[src/rtl/fmpg_pkg.sv]
package fmpg_pkg;

    localparam int FNUM_W   = 11;
    localparam int BLK_W    = 3;
    localparam int DT_W     = 3;
    localparam int MUL_W    = 4;
    localparam int PH_W     = 20;
    localparam int KC_W     = BLK_W + 2;
    localparam int OFS_W    = 5;
    localparam int KC_LIMIT = 28;

    // Detune offset: size and direction
    typedef struct packed {
        logic             sub;
        logic [OFS_W-1:0] mag;
    } dt_ofs_t;

    // Note index from the four upper frequency-number bits
    function automatic logic [1:0] note_of(input logic [3:0] hi);
        if (hi <= 4'd6)      return 2'd0;
        else if (hi == 4'd7) return 2'd1;
        else if (hi == 4'd8) return 2'd2;
        else                 return 2'd3;
    endfunction

    // Extra term added to the octave for a given detune size
    function automatic logic [3:0] dt_extra(input logic [1:0] d);
        case (d)
            2'd1:    return 4'd8;
            2'd2:    return 4'd10;
            2'd3:    return 4'd11;
            default: return 4'd0;
        endcase
    endfunction

    // Unshifted detune offset table
    function automatic logic [OFS_W-1:0] dt_seed(input logic [2:0] idx);
        case (idx)
            3'd0:    return 5'd16;
            3'd1:    return 5'd17;
            3'd2:    return 5'd19;
            3'd3:    return 5'd20;
            3'd4:    return 5'd22;
            3'd5:    return 5'd24;
            3'd6:    return 5'd27;
            default: return 5'd29;
        endcase
    endfunction

endpackage

[src/rtl/fmpg_keycode.sv]
module fmpg_keycode
    import fmpg_pkg::*;
#(
    parameter int BW = BLK_W
) (
    input  logic [3:0]    fhi_i,
    input  logic [BW-1:0] block_i,
    output logic [BW+1:0] kc_o
);

    always_comb begin
        kc_o = {block_i, note_of(fhi_i)};
    end

endmodule

[src/rtl/fmpg_detune.sv]
module fmpg_detune
    import fmpg_pkg::*;
#(
    parameter int KW = KC_W,
    parameter int DW = DT_W
) (
    input  logic [KW-1:0] kc_i,
    input  logic [DW-1:0] dt_i,
    output dt_ofs_t       ofs_o
);

    logic [KW-1:0] kc_lim;
    logic [KW-3:0] oct;
    logic [1:0]    note;
    logic [4:0]    sum;
    logic [3:0]    shamt;
    logic [1:0]    dsize;

    always_comb begin
        dsize  = dt_i[1:0];
        kc_lim = (kc_i > KW'(KC_LIMIT)) ? KW'(KC_LIMIT) : kc_i;
        oct    = kc_lim[KW-1:2];
        note   = kc_lim[1:0];
        sum    = 5'(oct) + 5'd1 + 5'(dt_extra(dsize));
        shamt  = 4'd9 - sum[4:1];
        ofs_o.sub = dt_i[DW-1];
        if (dsize == 2'd0) ofs_o.mag = '0;
        else               ofs_o.mag = dt_seed({sum[0], note}) >> shamt;
    end


    always_comb begin
        mag_range_chk: assert (ofs_o.mag <= OFS_W'(29));
    end

endmodule

[src/rtl/fmpg_incr.sv]
module fmpg_incr
    import fmpg_pkg::*;
#(
    parameter int FW = FNUM_W,
    parameter int BW = BLK_W,
    parameter int MW = MUL_W,
    parameter int PW = PH_W
) (
    input  logic [FW-1:0] fnum_i,
    input  logic [BW-1:0] block_i,
    input  dt_ofs_t       ofs_i,
    input  logic [MW-1:0] mult_i,
    input  logic          clear_i,
    output logic [PW-1:0] inc_o
);

    localparam int SH_W   = FW + 1 + (2**BW - 1);
    localparam int BASE_W = SH_W - 2;
    localparam int PROD_W = PW + 1;

    logic [SH_W-1:0]   shifted;
    logic [BASE_W-1:0] base;
    logic [BASE_W-1:0] adj;
    logic [MW:0]       mfac;
    logic [PROD_W-1:0] prod;

    always_comb begin
        shifted = SH_W'({fnum_i, 1'b0}) << block_i;
        base    = BASE_W'(shifted >> 2);
        if (ofs_i.sub) adj = base - BASE_W'(ofs_i.mag);
        else           adj = base + BASE_W'(ofs_i.mag);
        mfac    = (mult_i == '0) ? (MW+1)'(1) : {mult_i, 1'b0};
        prod    = PROD_W'(adj * mfac);
        inc_o   = clear_i ? '0 : PW'(prod >> 1);
    end

endmodule

[src/rtl/fmpg_phase_acc.sv]
module fmpg_phase_acc
    import fmpg_pkg::*;
#(
    parameter int PW = PH_W
) (
    input  logic          clk,
    input  logic          rst,
    input  logic          sample_i,
    input  logic          prst_i,
    input  logic [PW-1:0] inc_i,
    output logic [PW-1:0] phase_o
);

    always_ff @(posedge clk) begin
        if (rst)           phase_o <= '0;
        else if (prst_i)   phase_o <= '0;
        else if (sample_i) phase_o <= phase_o + inc_i;
    end


    acc_step_chk: assert property (@(posedge clk) disable iff (rst)
        (sample_i && !prst_i) |=> phase_o == PW'($past(phase_o) + $past(inc_i)));


    acc_hold_chk: assert property (@(posedge clk) disable iff (rst)
        (!sample_i && !prst_i) |=> $stable(phase_o));


    prst_clear_chk: assert property (@(posedge clk) disable iff (rst)
        prst_i |=> phase_o == '0);


    rst_clear_chk: assert property (@(posedge clk)
        rst |=> phase_o == '0);

endmodule

[src/rtl/fm_phase_gen.sv]
module fm_phase_gen
    import fmpg_pkg::*;
#(
    parameter int FW = FNUM_W,
    parameter int BW = BLK_W,
    parameter int DW = DT_W,
    parameter int MW = MUL_W,
    parameter int PW = PH_W
) (
    input  logic          clk,
    input  logic          rst,
    input  logic [FW-1:0] fnum_i,
    input  logic [BW-1:0] block_i,
    input  logic [DW-1:0] detune_i,
    input  logic [MW-1:0] mult_i,
    input  logic          phase_rst_i,
    input  logic          sample_i,
    output logic [BW+1:0] keycode_o,
    output logic [PW-1:0] inc_o,
    output logic [PW-1:0] phase_o
);

    dt_ofs_t ofs;

    fmpg_keycode #(.BW(BW)) u_kc (
        .fhi_i   (fnum_i[FW-1 -: 4]),
        .block_i (block_i),
        .kc_o    (keycode_o)
    );

    fmpg_detune #(.KW(BW+2), .DW(DW)) u_dt (
        .kc_i  (keycode_o),
        .dt_i  (detune_i),
        .ofs_o (ofs)
    );

    fmpg_incr #(.FW(FW), .BW(BW), .MW(MW), .PW(PW)) u_inc (
        .fnum_i  (fnum_i),
        .block_i (block_i),
        .ofs_i   (ofs),
        .mult_i  (mult_i),
        .clear_i (phase_rst_i),
        .inc_o   (inc_o)
    );

    fmpg_phase_acc #(.PW(PW)) u_acc (
        .clk      (clk),
        .rst      (rst),
        .sample_i (sample_i),
        .prst_i   (phase_rst_i),
        .inc_i    (inc_o),
        .phase_o  (phase_o)
    );


    always_comb begin
        if (phase_rst_i) inc_zero_chk: assert (inc_o == '0);
    end


    always_comb begin
        kc_oct_chk: assert (keycode_o[BW+1:2] == block_i);
    end

endmodule

[config.mk]
export PLATFORM = sky130hd
export DESIGN_NAME = fm_phase_gen
export DESIGN_NICKNAME = d
export VERILOG_FILES = /design/src/rtl/fmpg_pkg.sv /design/src/rtl/fmpg_keycode.sv /design/src/rtl/fmpg_detune.sv /design/src/rtl/fmpg_incr.sv /design/src/rtl/fmpg_phase_acc.sv /design/src/rtl/fm_phase_gen.sv
export SDC_FILE = /design/constraint.sdc
export NUM_CORES = 1
export LEC_CHECK = 0
export ABC_AREA = 1
export BUFFER_PORTS_ARGS = -buffer_cell sky130_fd_sc_hd__clkbuf_2
export CAP_MARGIN = 10
export CORE_MARGIN = 1
export CORE_UTILIZATION = 45
export DETAILED_ROUTE_END_ITERATION = 10
export PLACE_DENSITY_LB_ADDON = 0.08
export RECOVER_POWER = 50
export SLEW_MARGIN = 20
export SYNTH_ARGS = -nofsm -noshare
export SYNTH_HDL_FRONTEND = slang
export SYNTH_HIERARCHICAL = 1
export SYNTH_SLANG_ARGS = --single-unit
[constraint.sdc]
create_clock -name clk -period 16.05 [get_ports clk]
set_input_delay 3.21 -clock clk [delete_from_list [all_inputs] [get_ports clk]]
set_output_delay 3.21 -clock clk [all_outputs]
set_load 0.01 [all_outputs]
==> metrics.md <==
| Metric | Value |
|---|---|
| Outcome | completed |
| Top routing layer in use | met4 |
| Clock slew at reported path FFs | 0.07 ns |
| Cell Count, Final, Fillers Out | 1277 |
| Post-DP Area | 0.00686 mm² |
| Tcrit/Tclk final | 92.0% |
| Die height | 122 µm |
| Met3 WL post-DR | 920 µm |
| GPL Wtd Cong | 0.866 |
| RSZ-0062 raised after global routing | no |
| H-tree depth | 1 |
| CTS Buf Count | 3 |
| Residual DRC | 0 |
| Clock sink count | 20 |
| Top_reg_cell synth | dfxtp_1 |
| Final hold vios | 0 |
| Kind of critical path | input pin to primary output |
| Worst-margin pin slew | 0.897 ns |
| Post-CTS sizing | 0 |
| Vias in the first global route | 5914 |
| Cell count along the critical path | 42 |
| Clk buf depth | 2 |
| Synth area leader | fa_1 |
| Synth Net Count | 1191 |
| Worst Setup EP | inc_o[18] |
| Flip-flop and latch count after synthesis | 20 |
| Synth cell types | 49 |
| First-pass GRT wire length | 28300 µm |
| Footprint of the multi-input gates | 0.00519 mm² |
| Yosys warns | 6 |
| Synth top area share | 14.6% |
| Slew HR | 40.2% |
| Crit path largest cell delay | 0.57 ns |
| Biggest register | u_acc/phase_o |
| Worst-Skew Late Latency | 0.26 ns |
| Violation count after the first detailed-routing iteration | 447 |
| Worst setup SP type | input pin |
| Metal2 WL | 6400 µm |
| Max reg flops | 20 |
| Number of max-cap violations | 0 |
| Placed Cells | 1273 |
| Top delay family on crit path | adder cells |
| Fmax | 67.7 MHz |
| Filler cells | 1518 |
| Final min period | 14.77 ns |
| Io pins | 70 |
| Postcts setup bufs | 0 |
| Post-synth EDFFs | 0 |
| Antenna viol nets, final | 0 |
| Share of cells above drive strength 1 | 8.93% |
| Root buffer cell | clkbuf_16 |
| TritonCTS clock tree | built |
| Num rows | 43 |
| Setup TNS | 0 ns |
| # setup viols final | 0 |
| Largest net degree at the start of global routing | 31 |
| DR vias/cell | 5.08 |
| FF-to-FF Start | u_acc/phase_o[0] |
| Final Skew | 0.00741 ns |
| Reg2reg end | u_acc/phase_o[16] |
| Post-placement setup slack | 1.68 ns |
| Post-synth ARST share | 0% |
| Kind of end point of the critical path | primary output |
| Core area | 0.0139 mm² |
| Syn-to-layout area delta | 7.47% |
| Hold-fix buffers, CTS | 0 |
| Die area | 0.0148 mm² |
| Crit Path Max Fanout | 16 |
| Mapped Cells | 1050 |
| # port buffers | 69 |
| WL final | 16300 µm |
| Via count | 6488 |
| Critical path launch point | block_i[0] |
| Final non-filler cell area | 0.00693 mm² |
| Register-to-Register Path Depth | 12 |
| Register area | 400 µm² |
| Total global routing overflow | 0 |
| Data arrival, critical path | 11.56 ns |
| Initial Utilization | 46.3% |
| Worst path required time | 12.84 ns |
| Seq/Total Area, Yosys | 6.21% |
| Synth area leaders | fa_1 (15%), nand2_1 (14%), ha_1 (13%) |
| Mapped Area | 0.00645 mm² |
| PnR worst setup slack | 1.28 ns |
| Number of diodes | 0 |
| Fin. max-slew vios | 0 |
| WL met1 | 8920 µm |
| DRT Pass-1 Iters | 5 |
| Die width | 122 µm |
| Antenna violations before repair | 0 |
| GRT Resource Usage Total | 23.5% |
| Hold Startpoint | u_acc/phase_o[0] |
| Crit-path slowest cell | xnor2_1 |
| HP Class | register to register |
| Biggest regs | u_acc/phase_o (20) |
| Fin nets | 1239 |
| Wire length per cell | 12.8 µm |
| Syn_area_per_cell | 6.14 µm² |
| DP HPWL | 14000 µm |
| Setup slack, reg-to-reg | 14.00 ns |
| Buffers and inverters on the worst path | 9 |
==> synthesized netlist by cell type (5+ instances only) <==
library cell,count
o21ai_0,61
buf_4,6
nand2_2,14
dfxtp_1,20
nor2_1,161
nand4_1,6
fa_1,47
a21oi_1,62
or2_1,6
o21ai_1,5
inv_1,179
xor2_1,20
ha_1,69
xnor2_1,8
inv_2,5
nand3_1,60
nand3_2,10
clkbuf_1,15
nand2_1,240
==> through the flow <==
stage	hold slack [ns]	utilization (%)
floorplan	0.499	-
global placement	0.478	49.3
detailed placement	0.483	49.3
CTS	0.491	50.0
global route	0.527	49.7
finish	0.485	49.7
==> final cells by class <==
class | instances | share of cell area [%]
multi-input combinational | 818 | 74.9
clock buffer | 3 | 1.08
sequential | 20 | 5.78
timing repair buffer | 69 | 4.51
inverter | 186 | 10.1
clock inverter | 1 | 0.433
tap | 180 | 3.25
==> metal layers <==
| metal | track usage [%] | vias up |
|---|---|---|
| met2 | 34.3 | 158 |
| met4 | 1.85 | 0 |
| li1 | - | 3389 |
| met3 | 3.32 | 8 |
| met5 | 0 | - |
| met1 | 37.3 | 2933 |
==> worst min-delay path, cell delays in order (launching register included) <==
cell	delay, ns
dfxtp_1	0.32
nand2_1	0.06
a21oi_1	0.05
==> layout by cell type, fill, tap and decap left out, types with 3 or more instances in the layout <==
master | synthesis | layout
nand3_1 | 60 | 60
nor3_1 | 4 | 4
o21ai_0 | 61 | 61
ha_1 | 69 | 69
clkbuf_1 | 15 | 26
o21ai_1 | 5 | 5
or2_2 | 3 | 3
clkbuf_2 | 0 | 43
inv_1 | 179 | 179
or2_1 | 6 | 6
and2_1 | 4 | 4
a21o_1 | 3 | 3
nand2_1 | 240 | 240
inv_2 | 5 | 5
xor2_1 | 20 | 20
nor2_2 | 4 | 4
xnor2_1 | 8 | 9
o21bai_1 | 4 | 4
nor2_1 | 161 | 161
a21oi_2 | 4 | 4
clkbuf_16 | 0 | 3
dfxtp_1 | 20 | 20
a21oi_1 | 62 | 62
fa_1 | 47 | 47
nand2_2 | 14 | 14
nand3_2 | 10 | 10
nand4_1 | 6 | 6
==> how the worst min path moves through the flow <==
stage | to | cells after the start
final | u_acc/phase_o[0] | 2
after global routing | u_acc/phase_o[0] | 2
after CTS | u_acc/phase_o[0] | 2
after detailed placement | u_acc/phase_o[0] | 2
after global placement | u_acc/phase_o[0] | 2
after floorplan | u_acc/phase_o[0] | 2
==> cells by family after synthesis <==
group	synth area share, %
AND/OR/NAND/NOR	34.5
buffers and inverters	13.2
AO/OA/AOI/OAI	13.1
adder cells (fa/ha/maj)	28.0
XOR/XNOR	4.74
flip-flops	6.21
multiplexers	0.311
Power is left out: the tool's default activity adds up to more than one toggle a clock period on the data nets, which glitch-free logic cannot reach.
